File: src/rtl/dq_pkg.sv
// Shared definitions for the descriptor chain queue manager.
// Assumes 32-bit descriptor words, five words per descriptor.
package dq_pkg;
    typedef enum logic [2:0] {
        OP_SET_HEAD = 3'd0,
        OP_DEQ_EQ   = 3'd1,
        OP_DEQ_NE   = 3'd2,
        OP_COUNT    = 3'd3,
        OP_REARM    = 3'd4,
        OP_RX_INIT  = 3'd5
    } dq_op_e;

    typedef enum logic [4:0] {
        S_IDLE, S_DQ_RS, S_DQ_WS, S_DQ_RL, S_DQ_WL, S_DQ_RN, S_DQ_WN,
        S_CN_TEST, S_CN_RD, S_CN_WT,
        S_RA_RD, S_RA_WT, S_RA_WR,
        S_RX_W0, S_RX_W1, S_RX_W2,
        S_DONE
    } dq_state_e;

    localparam logic [2:0] W_STATCTL = 3'd0;
    localparam logic [2:0] W_LENGTHS = 3'd1;
    localparam logic [2:0] W_LAST    = 3'd2;
    localparam logic [2:0] W_NEXT    = 3'd4;
    localparam logic [1:0] OWN_HW    = 2'b01;
endpackage

File: src/rtl/dq_addr_gen.sv
// Forms the word address of one field of a descriptor.
// Assumes descriptor base pointers are 4-byte aligned byte addresses.
module dq_addr_gen #(
    parameter int ADDR_W = 32
) (
    input  logic [ADDR_W-1:0] base,
    input  logic [2:0]        word_idx,
    output logic [ADDR_W-3:0] word_addr
);
    localparam int WA_W = ADDR_W - 2;

    // Base word index plus field offset.
    always_comb begin
        word_addr = base[ADDR_W-1:2] + WA_W'(word_idx);
    end
endmodule

File: src/rtl/dq_own_check.sv
// Decides whether a head descriptor may be taken, given its ownership
// code, the requested code and whether the test is inverted.
module dq_own_check (
    input  logic [1:0] own,
    input  logic [1:0] code,
    input  logic       invert,
    output logic       take
);
    // Equality test, optionally inverted for mismatch dequeue.
    always_comb begin
        take = (own == code) ^ invert;
    end
endmodule

File: src/rtl/dq_chain_engine.sv
// Descriptor chain queue manager. Holds a head pointer against a fixed
// terminator address and walks descriptor chains in an external SRAM.
// Assumes a synchronous memory with one cycle of read latency and
// ADDR_W no wider than 32.
module dq_chain_engine
    import dq_pkg::*;
#(
    parameter int          ADDR_W       = 32,
    parameter logic [31:0] TERM_PTR     = 32'h0,
    parameter int          MAX_STEPS    = 1024,
    parameter int          RX_BLOCK_LEN = 320,
    localparam int         CNT_W        = $clog2(MAX_STEPS + 1)
) (
    input  logic              clk,
    input  logic              rst_n,
    input  logic              cmd_valid,
    input  logic [2:0]        cmd_op,
    input  logic [1:0]        cmd_code,
    input  logic [ADDR_W-1:0] cmd_ptr,
    output logic              busy,
    output logic              rsp_valid,
    output logic              rsp_null,
    output logic              rsp_err,
    output logic [ADDR_W-1:0] rsp_ptr,
    output logic [CNT_W-1:0]  rsp_count,
    output logic              mem_en,
    output logic              mem_we,
    output logic [ADDR_W-3:0] mem_addr,
    output logic [31:0]       mem_wdata,
    input  logic [31:0]       mem_rdata
);
    localparam logic [ADDR_W-1:0] TERM  = TERM_PTR[ADDR_W-1:0];
    localparam logic [CNT_W-1:0]  LIMIT = CNT_W'(MAX_STEPS);

    dq_state_e         state_q;
    dq_op_e            op_q;
    logic [1:0]        code_q;
    logic [ADDR_W-1:0] head_q;
    logic [ADDR_W-1:0] walk_q;
    logic [31:0]       hold_q;
    logic [CNT_W-1:0]  cnt_q;
    logic              null_q;
    logic              err_q;
    logic [ADDR_W-1:0] ptr_q;

    logic [ADDR_W-1:0] ag_base;
    logic [2:0]        ag_idx;
    logic              take;

    dq_addr_gen #(.ADDR_W(ADDR_W)) u_addr (
        .base      (ag_base),
        .word_idx  (ag_idx),
        .word_addr (mem_addr)
    );

    dq_own_check u_own (
        .own    (mem_rdata[1:0]),
        .code   (code_q),
        .invert (op_q == OP_DEQ_NE),
        .take   (take)
    );

    // Memory request decode from the current state.
    always_comb begin
        mem_en    = 1'b0;
        mem_we    = 1'b0;
        ag_base   = walk_q;
        ag_idx    = W_STATCTL;
        mem_wdata = 32'h0;
        case (state_q)
            S_DQ_RS: begin mem_en = 1'b1; ag_base = head_q; end
            S_DQ_RL: begin mem_en = 1'b1; ag_base = head_q; ag_idx = W_LAST; end
            S_DQ_RN, S_CN_RD: begin mem_en = 1'b1; ag_idx = W_NEXT; end
            S_RA_RD: mem_en = 1'b1;
            S_RA_WR: begin mem_en = 1'b1; mem_we = 1'b1; mem_wdata = hold_q; end
            S_RX_W0: begin mem_en = 1'b1; mem_we = 1'b1; mem_wdata = {30'h0, OWN_HW}; end
            S_RX_W1: begin
                mem_en = 1'b1; mem_we = 1'b1; ag_idx = W_LENGTHS;
                mem_wdata = {16'(RX_BLOCK_LEN), 16'h0};
            end
            S_RX_W2: begin
                mem_en = 1'b1; mem_we = 1'b1; ag_idx = W_LAST;
                mem_wdata = 32'(walk_q);
            end
            default: ;
        endcase
    end

    // Command sequencer and queue state.
    always_ff @(posedge clk) begin
        if (!rst_n) begin
            state_q <= S_IDLE;
            op_q    <= OP_SET_HEAD;
            code_q  <= 2'b00;
            head_q  <= TERM;
            walk_q  <= TERM;
            hold_q  <= 32'h0;
            cnt_q   <= '0;
            null_q  <= 1'b0;
            err_q   <= 1'b0;
            ptr_q   <= '0;
        end else begin
            case (state_q)
                S_IDLE: if (cmd_valid) begin
                    op_q   <= dq_op_e'(cmd_op);
                    code_q <= cmd_code;
                    null_q <= 1'b0;
                    err_q  <= 1'b0;
                    cnt_q  <= '0;
                    ptr_q  <= '0;
                    walk_q <= cmd_ptr;
                    case (dq_op_e'(cmd_op))
                        OP_SET_HEAD: begin head_q <= cmd_ptr; ptr_q <= cmd_ptr; state_q <= S_DONE; end
                        OP_DEQ_EQ, OP_DEQ_NE: begin
                            if (head_q == TERM) begin
                                null_q  <= 1'b1;
                                state_q <= S_DONE;
                            end else begin
                                state_q <= S_DQ_RS;
                            end
                        end
                        OP_COUNT:   begin walk_q <= head_q; state_q <= S_CN_TEST; end
                        OP_REARM:   state_q <= S_RA_RD;
                        OP_RX_INIT: state_q <= S_RX_W0;
                        default:    begin null_q <= 1'b1; state_q <= S_DONE; end
                    endcase
                end
                S_DQ_RS: state_q <= S_DQ_WS;
                S_DQ_WS: begin
                    if (take) begin
                        state_q <= S_DQ_RL;
                    end else begin
                        null_q  <= 1'b1;
                        state_q <= S_DONE;
                    end
                end
                S_DQ_RL: state_q <= S_DQ_WL;
                S_DQ_WL: begin walk_q <= mem_rdata[ADDR_W-1:0]; state_q <= S_DQ_RN; end
                S_DQ_RN: state_q <= S_DQ_WN;
                S_DQ_WN: begin
                    ptr_q   <= head_q;
                    head_q  <= mem_rdata[ADDR_W-1:0];
                    state_q <= S_DONE;
                end
                S_CN_TEST: begin
                    if (walk_q == TERM) begin
                        state_q <= S_DONE;
                    end else if (cnt_q == LIMIT) begin
                        err_q   <= 1'b1;
                        state_q <= S_DONE;
                    end else begin
                        state_q <= S_CN_RD;
                    end
                end
                S_CN_RD: state_q <= S_CN_WT;
                S_CN_WT: begin
                    walk_q  <= mem_rdata[ADDR_W-1:0];
                    cnt_q   <= cnt_q + 1'b1;
                    state_q <= S_CN_TEST;
                end
                S_RA_RD: state_q <= S_RA_WT;
                S_RA_WT: begin hold_q <= {mem_rdata[31:2], OWN_HW}; state_q <= S_RA_WR; end
                S_RA_WR: begin ptr_q <= walk_q; state_q <= S_DONE; end
                S_RX_W0: state_q <= S_RX_W1;
                S_RX_W1: state_q <= S_RX_W2;
                S_RX_W2: begin ptr_q <= walk_q; state_q <= S_DONE; end
                S_DONE:  state_q <= S_IDLE;
                default: state_q <= S_IDLE;
            endcase
        end
    end

    // Response and status outputs.
    always_comb begin
        busy      = (state_q != S_IDLE);
        rsp_valid = (state_q == S_DONE);
        rsp_null  = null_q;
        rsp_err   = err_q;
        rsp_ptr   = ptr_q;
        rsp_count = cnt_q;
    end
endmodule

File: config.mk
export PLATFORM = sky130hd
export DESIGN_NAME = dq_chain_engine
export DESIGN_NICKNAME = d
export VERILOG_FILES = /design/src/rtl/dq_pkg.sv /design/src/rtl/dq_addr_gen.sv /design/src/rtl/dq_own_check.sv /design/src/rtl/dq_chain_engine.sv
export SDC_FILE = /design/constraint.sdc
export NUM_CORES = 1
export LEC_CHECK = 0
export ABC_AREA = 1
export BUFFER_PORTS_ARGS = -buffer_cell sky130_fd_sc_hd__buf_2
export CAP_MARGIN = 20
export CORE_UTILIZATION = 50
export DETAILED_ROUTE_END_ITERATION = 10
export HOLD_SLACK_MARGIN = 0.08
export MAX_ROUTING_LAYER = met4
export PLACE_DENSITY = 0.79
export SETUP_SLACK_MARGIN = 0.1
export SYNTH_ARGS = -nofsm -noshare
export SYNTH_HDL_FRONTEND = slang
export SYNTH_SLANG_ARGS = --single-unit
File: constraint.sdc
create_clock -name clk -period 4.4 [get_ports clk]
set_input_delay 1.1 -clock clk [delete_from_list [all_inputs] [get_ports clk]]
set_output_delay 1.1 -clock clk [all_outputs]
set_load 0.02 [all_outputs]
### Word level (Yosys, flattened, before mapping)

Index checks and enable logic that the tools add are counted.

* add/subtract/negate cells: 2
* equality and inequality tests: 29
* mux-type cells: 32
* bitwise gates (word level): 1
* reductions and logical operators: 28

Operators with widths (number)
* 32-bit 2-to-1 mux: 7
* 32-bit one-hot mux with 2 select lines: 2
* 32-bit one-hot mux with 4 select lines: 1
* 32-bit one-hot mux with 3 select lines: 1
* 5-bit one-hot mux with 14 select lines: 1
* 32-bit logical NOT: 2
* 5-bit by 4-bit == test with 1-bit output (second input constant): 8
* 30-bit by 3-bit adder with 30-bit output: 1
* 5-bit 2-to-1 mux: 5
* 11-bit one-hot mux with 2 select lines: 1
* 5-bit by 3-bit == test with 1-bit output (second input constant): 4
* 5-bit one-hot mux with 4 select lines: 1
* 2-bit OR reduction: 6
* 11-bit by 1-bit adder with 11-bit output (second input constant): 1
* 11-bit == test (second input constant): 1
* 11-bit 2-to-1 mux: 1
* 5-bit by 2-bit == test with 1-bit output (second input constant): 2
* 2-bit nonzero test: 5
* 3-bit by 2-bit == test with 1-bit output (second input constant): 3
* 3-bit one-hot mux with 3 select lines: 1
* 9-bit OR reduction: 1
* 1-bit 2-to-1 mux: 8
* 2-bit != test (second input constant): 4
* 2-bit AND reduction: 4
* 16 further kinds: 21

* flip-flop bits (word level): 150
* output and inout bits: 111
* logic and storage cells: 102

### Logic depth before layout (Yosys ltp)

* depth in word-level cells: 5
* mapped depth: 20
* depth with buffers taken out: 17

### Hierarchy

A second synthesis with hierarchy kept.

* cell total of the unflattened synthesis: 1449
* area, all modules: 9252.6 um^2

Modules (own cells, without submodules)
* dq_chain_engine: instances 1, cells each 1244, area each 8256.7 um^2
* dq_addr_gen: instances 1, cells each 190, area each 938.4 um^2
* dq_own_check: instances 1, cells each 15, area each 57.6 um^2

### Worst setup path after synthesis

OpenSTA, ideal clock, no wires.

* path type: register to output
* start point: reg state_q[0]
* end point: out mem_addr[14]
* arrival time: 2.694 ns
* path slack: 0.606 ns
* stages on the path, launching flop included: 19
* path buffers: 3
* cells stage by stage: dfxtp_1 -> inv_2 -> nor2_2 -> buf_6 -> nand2_4 -> buf_6 -> buf_2 -> nand2_1 -> o21ai_0 -> ha_1 -> fa_1 -> nand2_1 -> inv_1 -> nor2_1 -> nor2_4 -> inv_1 -> nor2_2 -> nand2_1 -> xor2_1

* word-level cells in the longest chain between the ends: 4
* elaborated cells on any way between the ends: 12
* classes of those cells: add/sub (1); eq/ne (6); mux (2); reduce/logical (3)

RTL lines
* start, declared: RTL line dq_chain_engine.sv:35 `dq_state_e state_q;`
* start signal, assigned: RTL line dq_chain_engine.sv:92 `state_q <= S_IDLE;`
* start signal, assigned: RTL line dq_chain_engine.sv:113 `OP_SET_HEAD: begin head_q <= cmd_ptr; ptr_q <= cmd_ptr; state_q <= S_DONE; end`
* start signal, assigned: RTL line dq_chain_engine.sv:117 `state_q <= S_DONE;`
* 5-bit by 4-bit == test with 1-bit output (tied with other cells): RTL line dq_chain_engine.sv:70 `case (state_q)`
* 2-bit OR reduction, on equally long branches
* 3-bit one-hot mux with 3 select lines / 32-bit 2-to-1 mux (equally long branches): RTL line dq_chain_engine.sv:70
* 30-bit by 3-bit adder with 30-bit output *: RTL line dq_addr_gen.sv:14 `word_addr = base[ADDR_W-1:2] + WA_W'(word_idx);`
* end, declared: RTL line dq_chain_engine.sv:28 `output logic [ADDR_W-3:0] mem_addr,`

Mark *: on every way between the ends. The rest lies on a longest branch, timed or not.

### Worst setup path in the final report

* start point: reg state_q[3]
* end point: out mem_addr[16]

The elaborated chain is that of the path after synthesis.

==> flow_summary.ini <==
[outcome]
outcome = complete, no violations

[cts]
clk_latency_ps = 430
htreeDepth = 4
cts.sinks = 150
cts_buffers = 17
cts_max_path_buffers = 2
clkTransAtPathRegs_ps = 60
cts_root_buf = clkbuf_16
tritoncts = built

[sta]
slew-limit-headroom = 0.432
finalSetupTns_ps = 0
fmax_ghz = 0.242
tightest_slew_ps = 851
fin_worst_skew_ps = 6.30
rsz0062_at_grt = false
fin_crit_ps = 4130
hold_viol = 0
setup-violations-final = 0
finalMaxSlewViolations = 0
fin_crit_sh = 0.938

[detailed_routing]
drt-vias-per-instance = 5.95
drt-initial-drc-count = 1331
wl_met2_mm = 15.2
drtPass1Iterations = 6
ant_nets = 0
wire_per_inst_um = 17.9
met3_length_mm = 3.74
wl_met1_mm = 14.5
dr_total_vias = 11394
drc = 0
top_layer = met4
routed_wirelength_mm = 34.4

[floorplanning]
io_pins = 183
coreArea_sq_um = 18700
rows = 50
die_x_um = 140
start_util = 0.510
die_area_sq_um = 19600
die_height_um = 140

[power_and_ir_drop]
power_density_nw_per_um2 = 658
power.total_mw = 7.36
p_leak_nw = 4.94
ir_drop_mv = 0.459

[synthesis]
netlist.area_leader.share = 0.315
async_flop_share = 0
synth_cell_types = 42
yosysTopAreaCell = dfxtp_1
yosysMostFrequentCell = nand2_1
synth_edf_count = 0
ys_ff_latch = 150
syn_inst = 1543
synth_nets = 1621
ys.flop_type = dfxtp_1
synthTopCellsByCount = nand2_1 (343), nor2_1 (173), o21ai_0 (167), dfxtp_1 (150), nand3_1 (148)
yosysWarnings = 0
mappedNetlistArea_sq_um = 9540
netlist_top_cells_area = dfxtp_1 (31%), nand2_1 (14%), o21ai_0 (8.8%), nand3_1 (7.8%), nor2_1 (6.8%)
yosysSeqAreaShare = 0.315
syn_avg_cell_area_sq_um = 6.18

[critical_path]
crit_family = simple AND/OR/NAND/NOR gates
cp.required_ps = 3300
cpPeakStageDelay_ps = 400
worstPathMaxFanout = 14
crit_chain = nor2_4 -> nand2_4 -> nand2_1 -> o21ai_1 -> ha_1 -> fa_1 -> nand2_1 -> inv_1 -> nor2_1 -> nor2_4 -> inv_1 -> nor2_4 -> nand2_1 -> xor2_1 -> buf_2
crit_path_end_kind = output pin
cp.arrival_ps = 3030
slowest_stage = fa_1
crit_buf_inv = 3
path_class = flop to output pin
start_kind = flop

[global_routing]
grt_max_degree = 93
antenna_found_initial = 0
grt_overflow = 0
grt_pass1_vias = 10095
grt.total_usage = 0.353
grt_pass1_wl_mm = 53.2

[run]
maxCapViolCount = 0

[place]
port_buffers = 182
dp.cells = 1881
hpwl_mm = 23.4
gp_congestion = 0.993

[worst_hold_path]
hp-class = flop to flop

[final_layout]
drive_gt1_frac = 0.169
fin_cells = 1916
areaGrowthSynthToFinish_pct = 17.2
antenna_cells = 0
fin_nets = 1747
## sequential cells by signal, summed over array words and instances, names as in the netlist, 2 cells and up
register   flops
code_q         2
head_q        32
hold_q        31
op_q           3
rsp_count     11
rsp_ptr       32
state_q        5
walk_q        32
## layout by cell type, fill, tap and decap left out, drive strengths merged, types with 20 or more instances in the layout
master	count
nand2	355
buf	204
nor2	192
o21ai	173
nand3	151
inv	151
dfxtp	150
a21oi	89
a31oi	65
o22ai	60
clkbuf	20
## final timing paths
path	end	slack, ps	start	cells past startpoint
max	mem_addr[16]	270	state_q[3]	15
min reg2reg	hold_q[25]	450	hold_q[25]	2
min	hold_q[25]	450	hold_q[25]	2
max reg2reg	head_q[21]	1290	state_q[1]	8
## through the flow
step	hold WS (ps)	worst slack (ps)	instance area, sq um	utilization
after detailed placement	446	623	10500	0.560
after global placement	438	694	10400	0.558
after CTS	456	160	11100	0.593
final	453	274	11200	0.597
after global routing	467	89.5	11200	0.597
after floorplan	430	606	9540	-
## routing by layer
metal  vias up  GRT usage
met5         -          -
met2       747      0.528
met3       100     0.0790
met1      5144      0.466
met4         0      0.127
li1       5403          -
## kinds of logic (layout without fill, tap and decap cells)
group,after synthesis,in the layout,share of synthesized area
simple gates,726,727,0.329
compound gates,395,395,0.226
buf+inv,251,389,0.108
flops,150,150,0.315
xor+xnor,15,15,0.0138
fa+ha+maj,6,6,0.00866
## area by class of cell
class,instances,area (sq um)
Multi-Input combinational cell,1143,5550
Inverter,153,574
Timing Repair Buffer,204,1120
Tap cell,234,293
Fill cell,1832,7530
Clock inverter,12,176
Clock buffer,20,457
Sequential cell,150,3010
## tightest hold or removal path: cells and delay by family (launching register included)
kind | cells | cell delay [ps]
flip-flops | 1 | 290
buffers and inverters | 1 | 60
AO/OA/AOI/OAI | 1 | 60
## where the power goes
group	switching, mW	internal [mW]
sequential	0.265	1.72
clock	0.617	0.979
combinational	2.71	1.07
## timing repair
item                                    CTS  global route
hold buffers                              0             0
endpoints found under the setup margin    0            22
gates resized for setup                   0            14
setup buffers                             0             1
endpoints found under the hold margin     0             0
No activity file was read; power rests on OpenSTA's default activity.
